`src/rtl/bmc_pkg.sv`:
```
package bmc_pkg;
  localparam int PRE_SLOTS = 4;
  localparam int AUX_SLOTS = 4;

  typedef enum logic [1:0] {PRE_BLK, PRE_LEFT, PRE_RIGHT} pre_kind_e;

  function automatic logic [7:0] pre_pattern(pre_kind_e kind);
    case (kind)
      PRE_BLK:  return 8'b1110_1000;
      PRE_LEFT: return 8'b1110_0010;
      default:  return 8'b1110_0100;
    endcase
  endfunction
endpackage

```
`src/rtl/bmc_slot_seq.sv`:
```
module bmc_slot_seq #(
  parameter int SUB_SLOTS    = 32,
  parameter int BLOCK_FRAMES = 192,
  parameter int SLOT_W       = 5,
  parameter int FRM_W        = 8
) (
  input  logic              clk_i,
  input  logic              rst_ni,
  output logic              half_o,
  output logic [SLOT_W-1:0] slot_o,
  output logic              sub_o,
  output logic [FRM_W-1:0]  frm_o,
  output logic              last_o
);
  logic              half_q, sub_q;
  logic [SLOT_W-1:0] slot_q;
  logic [FRM_W-1:0]  frm_q;
  logic              slot_end;

  assign slot_end = half_q && (slot_q == SLOT_W'(SUB_SLOTS - 1));
  assign last_o   = slot_end && sub_q;

  always_ff @(posedge clk_i or negedge rst_ni) begin
    if (!rst_ni) begin
      half_q <= 1'b0;
      slot_q <= '0;
      sub_q  <= 1'b0;
      frm_q  <= '0;
    end else begin
      half_q <= ~half_q;
      if (half_q) slot_q <= slot_end ? '0 : slot_q + 1'b1;
      if (slot_end) sub_q <= ~sub_q;
      if (last_o) frm_q <= (frm_q == FRM_W'(BLOCK_FRAMES - 1)) ? '0 : frm_q + 1'b1;
    end
  end

  assign half_o = half_q;
  assign slot_o = slot_q;
  assign sub_o  = sub_q;
  assign frm_o  = frm_q;
endmodule

```
`src/rtl/bmc_bit_sel.sv`:
```
module bmc_bit_sel #(
  parameter int SAMPLE_W = 24,
  parameter int SLOT_W   = 5
) (
  input  logic                clk_i,
  input  logic                rst_ni,
  input  logic                half_i,
  input  logic [SLOT_W-1:0]   slot_i,
  input  logic [SAMPLE_W-1:0] sample_i,
  input  logic                vbit_i,
  input  logic                ubit_i,
  input  logic                cbit_i,
  output logic                bit_o
);
  import bmc_pkg::*;
  localparam int IDX_W    = (SAMPLE_W > 1) ? $clog2(SAMPLE_W) : 1;
  localparam int V_SLOT   = PRE_SLOTS + SAMPLE_W;
  localparam int P_SLOT   = V_SLOT + AUX_SLOTS - 1;

  logic [SLOT_W-1:0] rel;
  logic              par_q;

  assign rel = slot_i - SLOT_W'(PRE_SLOTS);

  always_comb begin
    if (slot_i < SLOT_W'(V_SLOT))           bit_o = sample_i[rel[IDX_W-1:0]];
    else if (slot_i == SLOT_W'(V_SLOT))     bit_o = vbit_i;
    else if (slot_i == SLOT_W'(V_SLOT + 1)) bit_o = ubit_i;
    else if (slot_i == SLOT_W'(V_SLOT + 2)) bit_o = cbit_i;
    else                                    bit_o = par_q;
  end

  // running parity over the data slots, cleared in the preamble
  always_ff @(posedge clk_i or negedge rst_ni) begin
    if (!rst_ni) par_q <= 1'b0;
    else if (slot_i < SLOT_W'(PRE_SLOTS)) par_q <= 1'b0;
    else if (half_i && slot_i < SLOT_W'(P_SLOT)) par_q <= par_q ^ bit_o;
  end
endmodule

```
`src/rtl/bmc_line_enc.sv`:
```
module bmc_line_enc #(
  parameter int SLOT_W = 5
) (
  input  logic              clk_i,
  input  logic              rst_ni,
  input  logic              half_i,
  input  logic [SLOT_W-1:0] slot_i,
  input  logic [7:0]        pat_i,
  input  logic              bit_i,
  output logic              line_o
);
  import bmc_pkg::*;
  logic       line_q, pre_lvl_q, lvl, nxt, first;
  logic [2:0] pidx;

  assign first = (slot_i == '0) && !half_i;
  assign pidx  = {slot_i[1:0], half_i};
  assign lvl   = first ? line_q : pre_lvl_q;

  always_comb begin
    if (slot_i < SLOT_W'(PRE_SLOTS)) nxt = pat_i[3'd7 - pidx] ^ lvl;
    else if (!half_i)                nxt = ~line_q;
    else                             nxt = bit_i ? ~line_q : line_q;
  end

  always_ff @(posedge clk_i or negedge rst_ni) begin
    if (!rst_ni) begin
      line_q    <= 1'b0;
      pre_lvl_q <= 1'b0;
    end else begin
      line_q <= nxt;
      if (first) pre_lvl_q <= line_q;
    end
  end

  assign line_o = line_q;
endmodule

```
`src/rtl/bmc_audio_tx.sv`:
```
module bmc_audio_tx #(
  parameter int SAMPLE_W     = 24,
  parameter int BLOCK_FRAMES = 192
) (
  input  logic                clk_i,
  input  logic                rst_ni,
  input  logic [SAMPLE_W-1:0] left_i,
  input  logic [SAMPLE_W-1:0] right_i,
  input  logic                valid_i,
  output logic                ready_o,
  input  logic [1:0]          vflag_i,
  input  logic [1:0]          user_i,
  input  logic [1:0]          cstat_i,
  output logic                line_o
);
  import bmc_pkg::*;
  localparam int SUB_SLOTS = PRE_SLOTS + SAMPLE_W + AUX_SLOTS;
  localparam int SLOT_W    = $clog2(SUB_SLOTS);
  localparam int FRM_W     = (BLOCK_FRAMES > 1) ? $clog2(BLOCK_FRAMES) : 1;

  logic              half, sub, last, dbit;
  logic [SLOT_W-1:0] slot;
  logic [FRM_W-1:0]  frm;
  logic [SAMPLE_W-1:0] smp_q [2];
  logic [1:0]        vfl_q, usr_q, cs_q;
  logic              stale_q;
  pre_kind_e         kind;

  bmc_slot_seq #(
    .SUB_SLOTS(SUB_SLOTS), .BLOCK_FRAMES(BLOCK_FRAMES), .SLOT_W(SLOT_W), .FRM_W(FRM_W)
  ) i_seq (
    .clk_i, .rst_ni, .half_o(half), .slot_o(slot), .sub_o(sub), .frm_o(frm), .last_o(last)
  );

  always_ff @(posedge clk_i or negedge rst_ni) begin
    if (!rst_ni) begin
      smp_q[0] <= '0;
      smp_q[1] <= '0;
      vfl_q    <= '0;
      usr_q    <= '0;
      cs_q     <= '0;
      stale_q  <= 1'b1;
    end else if (last) begin
      vfl_q <= vflag_i;
      usr_q <= user_i;
      cs_q  <= cstat_i;
      stale_q <= ~valid_i;
      if (valid_i) begin
        smp_q[0] <= left_i;
        smp_q[1] <= right_i;
      end
    end
  end

  assign ready_o = last;
  assign kind = sub ? PRE_RIGHT : ((frm == '0) ? PRE_BLK : PRE_LEFT);

  bmc_bit_sel #(.SAMPLE_W(SAMPLE_W), .SLOT_W(SLOT_W)) i_sel (
    .clk_i, .rst_ni, .half_i(half), .slot_i(slot), .sample_i(smp_q[sub]),
    .vbit_i(vfl_q[sub] | stale_q), .ubit_i(usr_q[sub]), .cbit_i(cs_q[sub]), .bit_o(dbit)
  );

  bmc_line_enc #(.SLOT_W(SLOT_W)) i_enc (
    .clk_i, .rst_ni, .half_i(half), .slot_i(slot), .pat_i(pre_pattern(kind)),
    .bit_i(dbit), .line_o(line_o)
  );
endmodule

```
`config.mk`:
```
export PLATFORM = sky130hd
export DESIGN_NAME = bmc_audio_tx
export DESIGN_NICKNAME = d
export VERILOG_FILES = /design/src/rtl/bmc_pkg.sv /design/src/rtl/bmc_slot_seq.sv /design/src/rtl/bmc_bit_sel.sv /design/src/rtl/bmc_line_enc.sv /design/src/rtl/bmc_audio_tx.sv
export SDC_FILE = /design/constraint.sdc
export NUM_CORES = 1
export LEC_CHECK = 0
export ABC_CLOCK_PERIOD_IN_PS = 3600
export BUFFER_PORTS_ARGS = -buffer_cell sky130_fd_sc_hd__buf_4
export CORE_ASPECT_RATIO = 0.6
export CORE_UTILIZATION = 48
export DETAILED_ROUTE_END_ITERATION = 10
export GPL_TIMING_DRIVEN = 0
export PLACE_DENSITY = 0.77
export SYNTH_ARGS = -nofsm -noshare
export SYNTH_HDL_FRONTEND = slang
export SYNTH_SLANG_ARGS = --single-unit
export TNS_END_PERCENT = 100
```
`constraint.sdc`:
```
create_clock -name clk_i -period 3.6 [get_ports clk_i]
set_input_delay 0.18 -clock clk_i [delete_from_list [all_inputs] [get_ports clk_i]]
set_output_delay 0.18 -clock clk_i [all_outputs]
set_load 0.02 [all_outputs]
```
==> summary.md, run 1 <==
| Metric | Value |
|---|---|
| Mapped cell area | `3670 um^2` |
| Synth warn | `0` |
| CTS Buf Count | `9` |
| EDFF count, synth | `0` |
| Status | `finished with violations` |
| # port buffers | `58` |
| Most frequent cells in the layout | `dfrtp_1 (72), buf_4 (59), mux2_2 (53)` |
| Ratio of final minimum period to clock period | `0.864` |
| # rows | `24` |
| Post-CTS sizing | `0` |
| Critical path launch point type | `flop` |
| CTS hold repair buffers | `0` |
| Grt total ovfl | `0` |
| Post-Synthesis Cells | `just under 300` |
| H-tree levels | `3` |
| Crit. End Element | `flop` |
| Routability congestion estimate | `0.891` |
| First-pass GRT wire length | `12900 um` |
| IO Pins | `59` |
| Number of setup violations in the final report | `0` |
| Slew Viols, Final | `0` |
| Overall Global Routing Usage | `0.217` |
| Via count of the first global-routing pass | `2627` |
| Final ANT Viol Nets | `0` |
| Crit path time final | `a little over 3 ns` |
| Die area | `8020 um^2` |
| Utilization after layout | `0.628` |
| Critical path data arrival time | `3.37 ns` |
| Slew HR | `0.382` |
| Die Width | `115 um` |
| Seq/Total Area, Yosys | `0.498` |
| P&R area growth vs syn | `25.4%` |
| Peak supply drop | `0.444 mV` |
| Asr flop ratio synth | `1.00` |
| Core Region | `7330 um^2` |
| Highest Clock Rate | `321 MHz` |
| Clock sink count | `73` |
| Insertion delay to the later sink of the worst-skew pair | `0.33 ns` |
| Failing checks | `hold timing` |
| Drt first pass iters | `4` |
| Wire per inst | `around 16 um` |
| Tightest Pin Transition | `0.928 ns` |
| Fin nets | `426` |
| Clk buf depth | `2` |
| Share of layout cells above drive strength 1 | `0.388` |
| Clock skew | `between 0.008 and 0.009 ns` |
| Starting Density | `0.501` |
| Clock transition at path regs | `about 0.060 ns` |
| DRC Markers | `0` |
| Critical path fanouts, max | `10` |
| Initial antenna violation count | `0` |
| RSZ-0062 raised after global routing | `no` |
| Filler instances | `between 500 and 600` |
| Worst hold margin | `-0.0150 ns` |
| HPWL after DPL | `about 5500 um` |
| Setup TNS | `0 ns` |
| Final Hold Viols | `7` |
| FF-to-FF Start | `i_seq.slot_o[2]` |
| DR iter-0 viols | `just over 200` |
| Vias/cell | `5.45` |
| Top FF cell, synth | `dfrtp_1` |
| Worst slack at placement | `about 0.57 ns` |
| Routed WL | `about 7700 um` |
| Flop-to-flop setup slack | `0.49 ns` |
| Static leakage | `about 2.3 nW` |
| DR vias | `2544` |
| Post-Syn Nets | `357` |
| Max Cap Violations | `0` |
| Fin worst setup slack | `0.489 ns` |
| Worst reg2reg path endpoint | `i_sel.par_q` |
| Most common cell after layout, fill and taps aside | `dfrtp_1` |
| Die Height | `69.8 um` |
| R2R cell count | `10` |
| Hold WC Path Type | `in2async` |
| Setup repair bufs after CTS | `0` |
| TritonCTS clock tree | `yes` |
| FF+latch count, synth | `73` |
| Critical Path RT | `3.86 ns` |
| Synth cell types | `49` |
| Root Driver | `clkbuf_16` |
| Pwr/cell area | `427 nW/um^2` |
| Syn_area_per_cell | `12.7 um^2` |
| Type of the worst setup path | `reg2reg` |
| Ant diodes | `0` |
| Largest net degree at the start of global routing | `74` |
-- worst max path at each step --
stage | depth (start not counted) | start | endpoint
6_report | 10 | i_seq.slot_o[2] | i_sel.par_q
5_1_grt | 10 | i_seq.slot_o[0] | i_sel.par_q
4_1_cts | 10 | i_seq.slot_o[0] | i_sel.par_q
3_5_place_dp | 10 | i_seq.slot_o[2] | i_sel.par_q
3_3_place_gp | 10 | i_seq.slot_o[0] | i_sel.par_q
2_1_floorplan | 10 | i_seq.slot_o[2] | i_enc.line_o
-- cell families (layout without fill, tap and decap cells) --
kind of cell             count (synthesis)  count (layout)  synth area share
adder cells (fa/ha/maj)                 10              10            0.0341
multiplexers                            72              72             0.260
buffers and inverters                   24              97            0.0307
XOR/XNOR                                 7               7            0.0167
AND/OR/NAND/NOR                         72              72            0.0964
AO/OA/AOI/OAI                           32              32            0.0644
flip-flops                              73              73             0.498
-- registers in the layout (all words and copies together) (netlist names) --
name and cells:
smp_q 48, i_seq.frm_o 8, i_seq.slot_o 5, cs_q 2
usr_q 2, vfl_q 2, i_enc.line_o 1, i_enc.pre_lvl_q 1
i_sel.par_q 1, i_seq.half_o 1, i_seq.sub_o 1, stale_q 1
-- routing by layer --
| metal | track usage | wire length (um) | vias to the layer above |
|---|---|---|---|
| li1 | - | - | 1189 |
| met1 | 0.314 | 3830 | 1277 |
| met2 | 0.313 | 3380 | 70 |
| met3 | 0.0664 | 382 | 8 |
| met4 | 0.0620 | 76 | 0 |
| met5 | 0 | 0 | - |
-- critical path, stage by stage (launching register included) --
cell       delay [ns]
dfrtp_1          0.43
buf_1            0.40
inv_1            0.21
ha_1             0.33
buf_4            0.17
mux4_2           0.28
and2_1           0.19
a2111oi_2        0.43
nor4b_2          0.14
o221ai_2         0.24
mux2i_1          0.21
-- power breakdown --
| group | leakage (nW) | internal, mW | total [mW] | switching, mW |
|---|---|---|---|---|
| logic | 1.14 | 0.0382 | 0.0623 | 0.0241 |
| registers | 0.966 | 0.821 | 0.821 | 0 |
| clock network | 0.175 | 0.761 | 1.08 | 0.321 |
-- metrics by stage --
stage / std cells / total power, mW / cell area [um^2]
after floorplan: 290 / 0.836 / 3670
after global placement: 452 / 0.899 / 4240
after detailed placement: 452 / 0.900 / 4240
after CTS: 467 / 1.99 / 4600
after global routing: 467 / 2.03 / 4600
final: 467 / 1.97 / 4600
-- cell type report --
type                            count  area (um^2)  area share
Clock inverter                      5          128      0.0277
Clock buffer                       10          239      0.0519
Timing Repair Buffer               58          435      0.0946
Sequential cell                    73         1830       0.397
Buffer                             14         75.1      0.0163
Inverter                           10         37.5     0.00815
Tap cell                          104          130      0.0283
Multi-Input combinational cell    193         1730       0.376
-- synthesized netlist by cell type (all sizes together) (2+ instances only) --
cell type  instances  share of area
mux4              11          0.076
a21oi              2         0.0027
nand2             32          0.033
ha                10          0.034
a31oi              3         0.0051
dfrtp             72           0.49
and2               4         0.0068
nor2b              4         0.0068
nor2              12          0.013
nand3              6         0.0095
mux2i              8          0.022
nand4              3         0.0051
nor3               2         0.0027
buf                8          0.014
clkbuf             6         0.0061
o211ai             3         0.0061
xnor2              3         0.0072
o21ai              9          0.012
mux2              53           0.16
nand2b             2         0.0034
nor4               2         0.0034
xor2               4         0.0095
a22oi              2         0.0041
inv               10          0.010
No activity file was read; power rests on OpenSTA's default activity.
==> run 2, diff against run 1 <==
--- a/config.mk
+++ b/config.mk
@@ -9,9 +9,11 @@
 export BUFFER_PORTS_ARGS = -buffer_cell sky130_fd_sc_hd__buf_4
 export CORE_ASPECT_RATIO = 0.6
 export CORE_UTILIZATION = 48
+export CTS_CLUSTER_SIZE = 24
 export DETAILED_ROUTE_END_ITERATION = 10
 export GPL_TIMING_DRIVEN = 0
 export PLACE_DENSITY = 0.77
+export REMOVE_ABC_BUFFERS = 1
 export SYNTH_ARGS = -nofsm -noshare
 export SYNTH_HDL_FRONTEND = slang
 export SYNTH_SLANG_ARGS = --single-unit
==> summary.md, run 2 (synthesis results as in run 1) <==
| Metric | Value |
|---|---|
| Setup repair bufs after CTS | `0` |
| Starting Density | `0.501` |
| Routed WL | `a little over 7000 um` |
| Critical path data arrival time | `3.46 ns` |
| Slew HR | `0.260` |
| Clk buf depth | `2` |
| Worst hold margin | `-0.0395 ns` |
| Placed cells | `roughly 440` |
| Vias/cell | `5.31` |
| Crit. End Element | `flop` |
| Wire per inst | `15.7 um` |
| Clock skew | `0.00466 ns` |
| Hold WC Path Type | `in2async` |
| DRC Markers | `0` |
| Insertion delay to the later sink of the worst-skew pair | `0.34 ns` |
| Type of the worst setup path | `reg2reg` |
| Die Width | `roughly 110 um` |
| TritonCTS clock tree | `yes` |
| Critical path launch point type | `flop` |
| Peak supply drop | `0.264 mV` |
| Overall Global Routing Usage | `0.212` |
| Status | `finished with violations` |
| HPWL after DPL | `5020 um` |
| Post-CTS sizing | `0` |
| Pwr/cell area | `391 nW/um^2` |
| Crit path time final | `3.24 ns` |
| Die area | `8020 um^2` |
| Highest Clock Rate | `around 310 MHz` |
| Routability congestion estimate | `roughly 0.83` |
| Final Hold Viols | `27` |
| Drt first pass iters | `4` |
| Largest register FFs | `48` |
| DR vias | `2415` |
| RSZ-0062 raised after global routing | `no` |
| Clock sink count | `73` |
| Most frequent cells in the layout | `dfrtp_1 (72), buf_4 (58), mux2_2 (53)` |
| # rows | `24` |
| Max Cap Violations | `0` |
| Tightest Pin Transition | `1.11 ns` |
| Ant diodes | `0` |
| Ratio of final minimum period to clock period | `0.900` |
| Worst slack at placement | `roughly 0.37 ns` |
| Slew Viols, Final | `0` |
| Initial antenna violation count | `0` |
| Fin nets | `between 400 and 500` |
| Grt total ovfl | `0` |
| Root Driver | `clkbuf_16` |
| Seq. cell area | `between 1500 and 2000 um^2` |
| DR iter-0 viols | `120` |
| Via count of the first global-routing pass | `2642` |
| First-pass GRT wire length | `12700 um` |
| Critical path fanouts, max | `40` |
| Largest net degree at the start of global routing | `74` |
| H-tree levels | `3` |
| CTS Buf Count | `9` |
| Failing checks | `hold timing` |
| CTS hold repair buffers | `0` |
| Core Region | `7330 um^2` |
| IO Pins | `~60` |
| Filler instances | `between 600 and 700` |
| P&R area growth vs syn | `21.9%` |
| Final ANT Viol Nets | `0` |
| Multi-input logic area | `1730 um^2` |
| Most common cell after layout, fill and taps aside | `dfrtp_1` |
| Clock transition at path regs | `0.05 ns` |
| Share of layout cells above drive strength 1 | `0.385` |
| Number of setup violations in the final report | `0` |
| Top reg by flops | `smp_q` |
| # port buffers | `58` |
| Die Height | `69.8 um` |
| Static leakage | `between 2 and 2.5 nW` |
| Fin cells | `approximately 460` |
| Fin worst setup slack | `0.359 ns` |
| Critical Path RT | `around 3.8 ns` |
| Flop-to-flop setup slack | `0.36 ns` |
==> run 2: final cells by class <==
cell class / count / share of cell area
clock buffer: 13 / 0.0559
timing repair buffer: 59 / 0.102
tap: 104 / 0.0291
inverter: 10 / 0.00839
multi-input combinational: 193 / 0.387
sequential: 73 / 0.408
clock inverter: 3 / 0.00895
==> run 2: routing by layer <==
layer  up-vias  global-route usage  part of all wire
li1       1164                   -                 -
met1      1173               0.289              0.47
met2        68               0.309              0.44
met3        10              0.0830             0.079
met4         0              0.0722             0.013
met5         -                   0                 0
==> run 2: stage by stage <==
| stage | cell area, um^2 | total power [mW] | utilization | TNS [ns] |
|---|---|---|---|---|
| final | 4480 | 1.75 | 0.611 | 0 |
| after CTS | 4480 | 1.78 | 0.611 | 0 |
| after detailed placement | 4190 | 0.900 | 0.571 | 0 |
| after global placement | 4160 | 0.899 | 0.568 | -33.94 |
| after floorplan | 3600 | 0.836 | - | 0 |
| after global routing | 4480 | 1.82 | 0.611 | 0 |
==> run 2: where the power goes <==
part	leakage, nW	switching (mW)	internal (mW)
registers	0.966	0	0.821
clock network	0.144	0.315	0.553
logic	1.11	0.0241	0.0382
total	2.22	0.339	1.41
==> run 2: final timing paths <==
path                            startpoint  depth (start not counted)         to
max                        i_seq.slot_o[0]                          8  smp_q[23]
min                                 rst_ni                          1  smp_q[37]
max reg2reg                i_seq.slot_o[0]                          8  smp_q[23]
min reg2reg                       vfl_q[1]                          2   vfl_q[1]
max in group asynchronous           rst_ni                          1  smp_q[29]
min in group clk_i              vflag_i[1]                          3   vfl_q[1]
==> run 2: critical path, stage by stage (launching register included) <==
cell     delay [ns]
dfrtp_1        0.86
ha_1           0.30
and2_1         0.15
ha_1           0.27
nand3_2        0.23
inv_1          0.43
nand2_2        0.29
buf_12         0.27
mux2_2         0.30
==> run 3, diff against run 2 <==
--- a/config.mk
+++ b/config.mk
@@ -5,6 +5,7 @@
 export SDC_FILE = /design/constraint.sdc
 export NUM_CORES = 1
 export LEC_CHECK = 0
+export ABC_AREA = 1
 export ABC_CLOCK_PERIOD_IN_PS = 3600
 export BUFFER_PORTS_ARGS = -buffer_cell sky130_fd_sc_hd__buf_4
 export CORE_ASPECT_RATIO = 0.6
==> summary.md, run 3 <==
| Metric | Value |
|---|---|
| Status | `finished with violations` |
| Critical Path RT | `3.85 ns` |
| Grt total ovfl | `0` |
| EDFF count, synth | `0` |
| Hold WC Path Type | `in2async` |
| Largest register FFs | `48` |
| Clk buf depth | `2` |
| Critical path fanouts, max | `~50` |
| Max Cap Violations | `0` |
| Core Region | `7450 um^2` |
| DR iter-0 viols | `~240` |
| Critical path launch point type | `flop` |
| Met1 Wirelength | `4240 um` |
| DRC Markers | `0` |
| Initial antenna violation count | `0` |
| Ant diodes | `0` |
| Setup repair bufs after CTS | `0` |
| Switching power | `around 330 uW` |
| Slew Viols, Final | `0` |
| H-tree levels | `3` |
| Metal2 WL | `approximately 3500 um` |
| Clock share of power | `0.463` |
| Starting Density | `0.507` |
| Switching share of power | `0.200` |
| Crit. End Element | `flop` |
| R2R cell count | `10` |
| Top Layer Used | `met4` |
| Worst slack at placement | `-0.211 ns` |
| # rows | `24` |
| Synth warn | `0` |
| Failing checks | `hold timing` |
| Most common cell after layout, fill and taps aside | `nand2_1` |
| Insertion delay to the later sink of the worst-skew pair | `0.34 ns` |
| Fin worst setup slack | `0.494 ns` |
| # port buffers | `just under 60` |
| Mapped cell area | `3770 um^2` |
| Share of layout cells above drive strength 1 | `0.155` |
| Placed cells | `644` |
| Internal power | `1.32 mW` |
| Static leakage | `between 2 and 2.5 nW` |
| Top reg by flops | `smp_q` |
| Die area | `8230 um^2` |
| Pwr/cell area | `369 nW/um^2` |
| Fin nets | `618` |
| Combinational share of power | `0.038` |
| Die Height | `70.7 um` |
| Setup TNS | `0 ns` |
| Clock transition at path regs | `0.05 ns` |
| Routability congestion estimate | `0.831` |
| Post-Synthesis Cells | `502` |
| Worst hold margin | `-0.0313 ns` |
| Post-synth top area cell | `dfrtp_1` |
| Overall Global Routing Usage | `0.230` |
| Crit path time final | `~3.1 ns` |
| P&R area growth vs syn | `18.0%` |
| Type of the worst setup path | `reg2reg` |
| Clock sink count | `73` |
| DR vias | `3265` |
| Most frequent cells in the layout | `nand2_1 (257), dfrtp_1 (71), buf_4 (58)` |
| HPWL after DPL | `5770 um` |
| Critical path data arrival time | `3.36 ns` |
| CTS Buf Count | `9` |
| DR WL met3 | `622 um` |
| Highest Clock Rate | `~320 MHz` |
| FF+latch count, synth | `73` |
| Top-count cell post-synth | `nand2_1` |
| TritonCTS clock tree | `yes` |
| Die Width | `116 um` |
| Sequential power share | `0.499` |
| Via count of the first global-routing pass | `~3000` |
| Largest cells by area after synthesis | `dfrtp_1 (48%), nand2_1 (26%), nand3_1 (4.5%)` |
| Drt first pass iters | `5` |
| Synth cell types | `32` |
| Final ANT Viol Nets | `0` |
| Tightest Pin Transition | `0.897 ns` |
| Syn_area_per_cell | `7.52 um^2` |
| Slew HR | `0.402` |
| RSZ-0062 raised after global routing | `no` |
| Asr flop ratio synth | `1.00` |
| Routed WL | `8500 um` |
| Vias/cell | `4.96` |
| Post-synth top area share | `0.477` |
| Seq/Total Area, Yosys | `0.484` |
| IO Pins | `59` |
| First-pass GRT wire length | `approximately 14000 um` |
| Peak supply drop | `0.275 mV` |
| Wire per inst | `about 13 um` |
| Fin cells | `658` |
| Final Hold Viols | `46` |
| Ratio of final minimum period to clock period | `0.863` |
| Top FF cell, synth | `dfrtp_1` |
| Clock skew | `0.00589 ns` |
| Number of setup violations in the final report | `0` |
| Root Driver | `clkbuf_16` |
| Largest net degree at the start of global routing | `74` |
| Post-synth top cells | `nand2_1 (258), dfrtp_1 (72), nand3_1 (34)` |
-- run 3: changes by cell type after synthesis, moves of 7 or more --
| cell | previous run | this run |
|---|---|---|
| mux2i_1 | 8 | 1 |
| inv_1 | 10 | 29 |
| nor2_1 | 11 | 19 |
| nand2_1 | 32 | 258 |
| a21oi_1 | 2 | 9 |
| mux4_1 | 8 | 0 |
| nor3_1 | 2 | 9 |
| nand3_1 | 5 | 34 |
| mux2_2 | 53 | 0 |
-- run 3: final timing paths --
check                              end  slack (ns)            start
setup / recovery             smp_q[47]        0.49  i_seq.slot_o[0]
hold / removal               smp_q[34]       -0.03           rst_ni
setup reg to reg             smp_q[47]        0.49  i_seq.slot_o[0]
hold reg to reg               vfl_q[1]        0.48         vfl_q[1]
max in group asynchronous  i_seq.sub_o        3.00           rst_ni
min in group clk_i            smp_q[9]        0.04       right_i[9]
-- run 3: what timing repair did --
action | in CTS | in global routing
gates resized for setup | 2 | 1
hold buffers | 0 | 0
setup endpoints to repair | 48 | 48
pin swaps | 0 | 0
gates cloned | 0 | 0
-- run 3: final cells by class --
cell class                 count  area (um^2)
multi-input combinational    374         1680
timing repair buffer          58          435
inverter                      35          136
fill                         696         2990
clock buffer                  13          240
sequential                    73         1830
tap                          104          130
clock inverter                 1         5.00
-- run 3: power by group through the flow --
stage / Combinational, mW / Sequential, mW / Clock, mW
4_1_cts: 0.0630 / 0.821 / 0.779
3_5_place_dp: 0.0629 / 0.836 / 0
6_report: 0.0617 / 0.822 / 0.762
3_3_place_gp: 0.0610 / 0.836 / 0
5_1_grt: 0.0684 / 0.821 / 0.814
2_1_floorplan: 0.000000558 / 0.836 / 0
-- run 3: stage by stage --
stage	total power, mW	util	cell area (um^2)	hold slack, ns
finish	1.65	0.598	4450	-0.0313
global route	1.70	0.598	4450	0.0382
CTS	1.66	0.597	4450	0.00865
detailed placement	0.898	0.564	4200	0.369
global placement	0.897	0.564	4200	0.370
floorplan	0.836	-	3630	-0.116
-- run 3: worst max-delay path, stage by stage (launching register included) --
cell and delay [ns]:
dfrtp_1 0.68, ha_1 0.29, nand2_1 0.07, inv_1 0.06
ha_1 0.14, nand2_1 0.13, nor2_4 0.45, nand2_4 0.43
inv_4 0.49, nand2_1 0.12, o21ai_0 0.11
-- run 3: kinds of logic (layout without fill, tap and decap cells) --
family / Yosys count / count (layout) / share of synthesized area
AND/OR/NAND/NOR: 332 / 332 / 0.358
flip-flops: 73 / 73 / 0.484
buffers and inverters: 55 / 107 / 0.0733
AO/OA/AOI/OAI: 29 / 29 / 0.0441
adder cells (fa/ha/maj): 10 / 10 / 0.0332
XOR/XNOR: 2 / 2 / 0.00464
multiplexers: 1 / 1 / 0.00265
-- run 3: per-layer routing --
metal,vias to the layer above,global-route usage
met5,-,0
met4,0,0.0726
met3,11,0.0677
met2,126,0.331
met1,1476,0.334
li1,1652,-
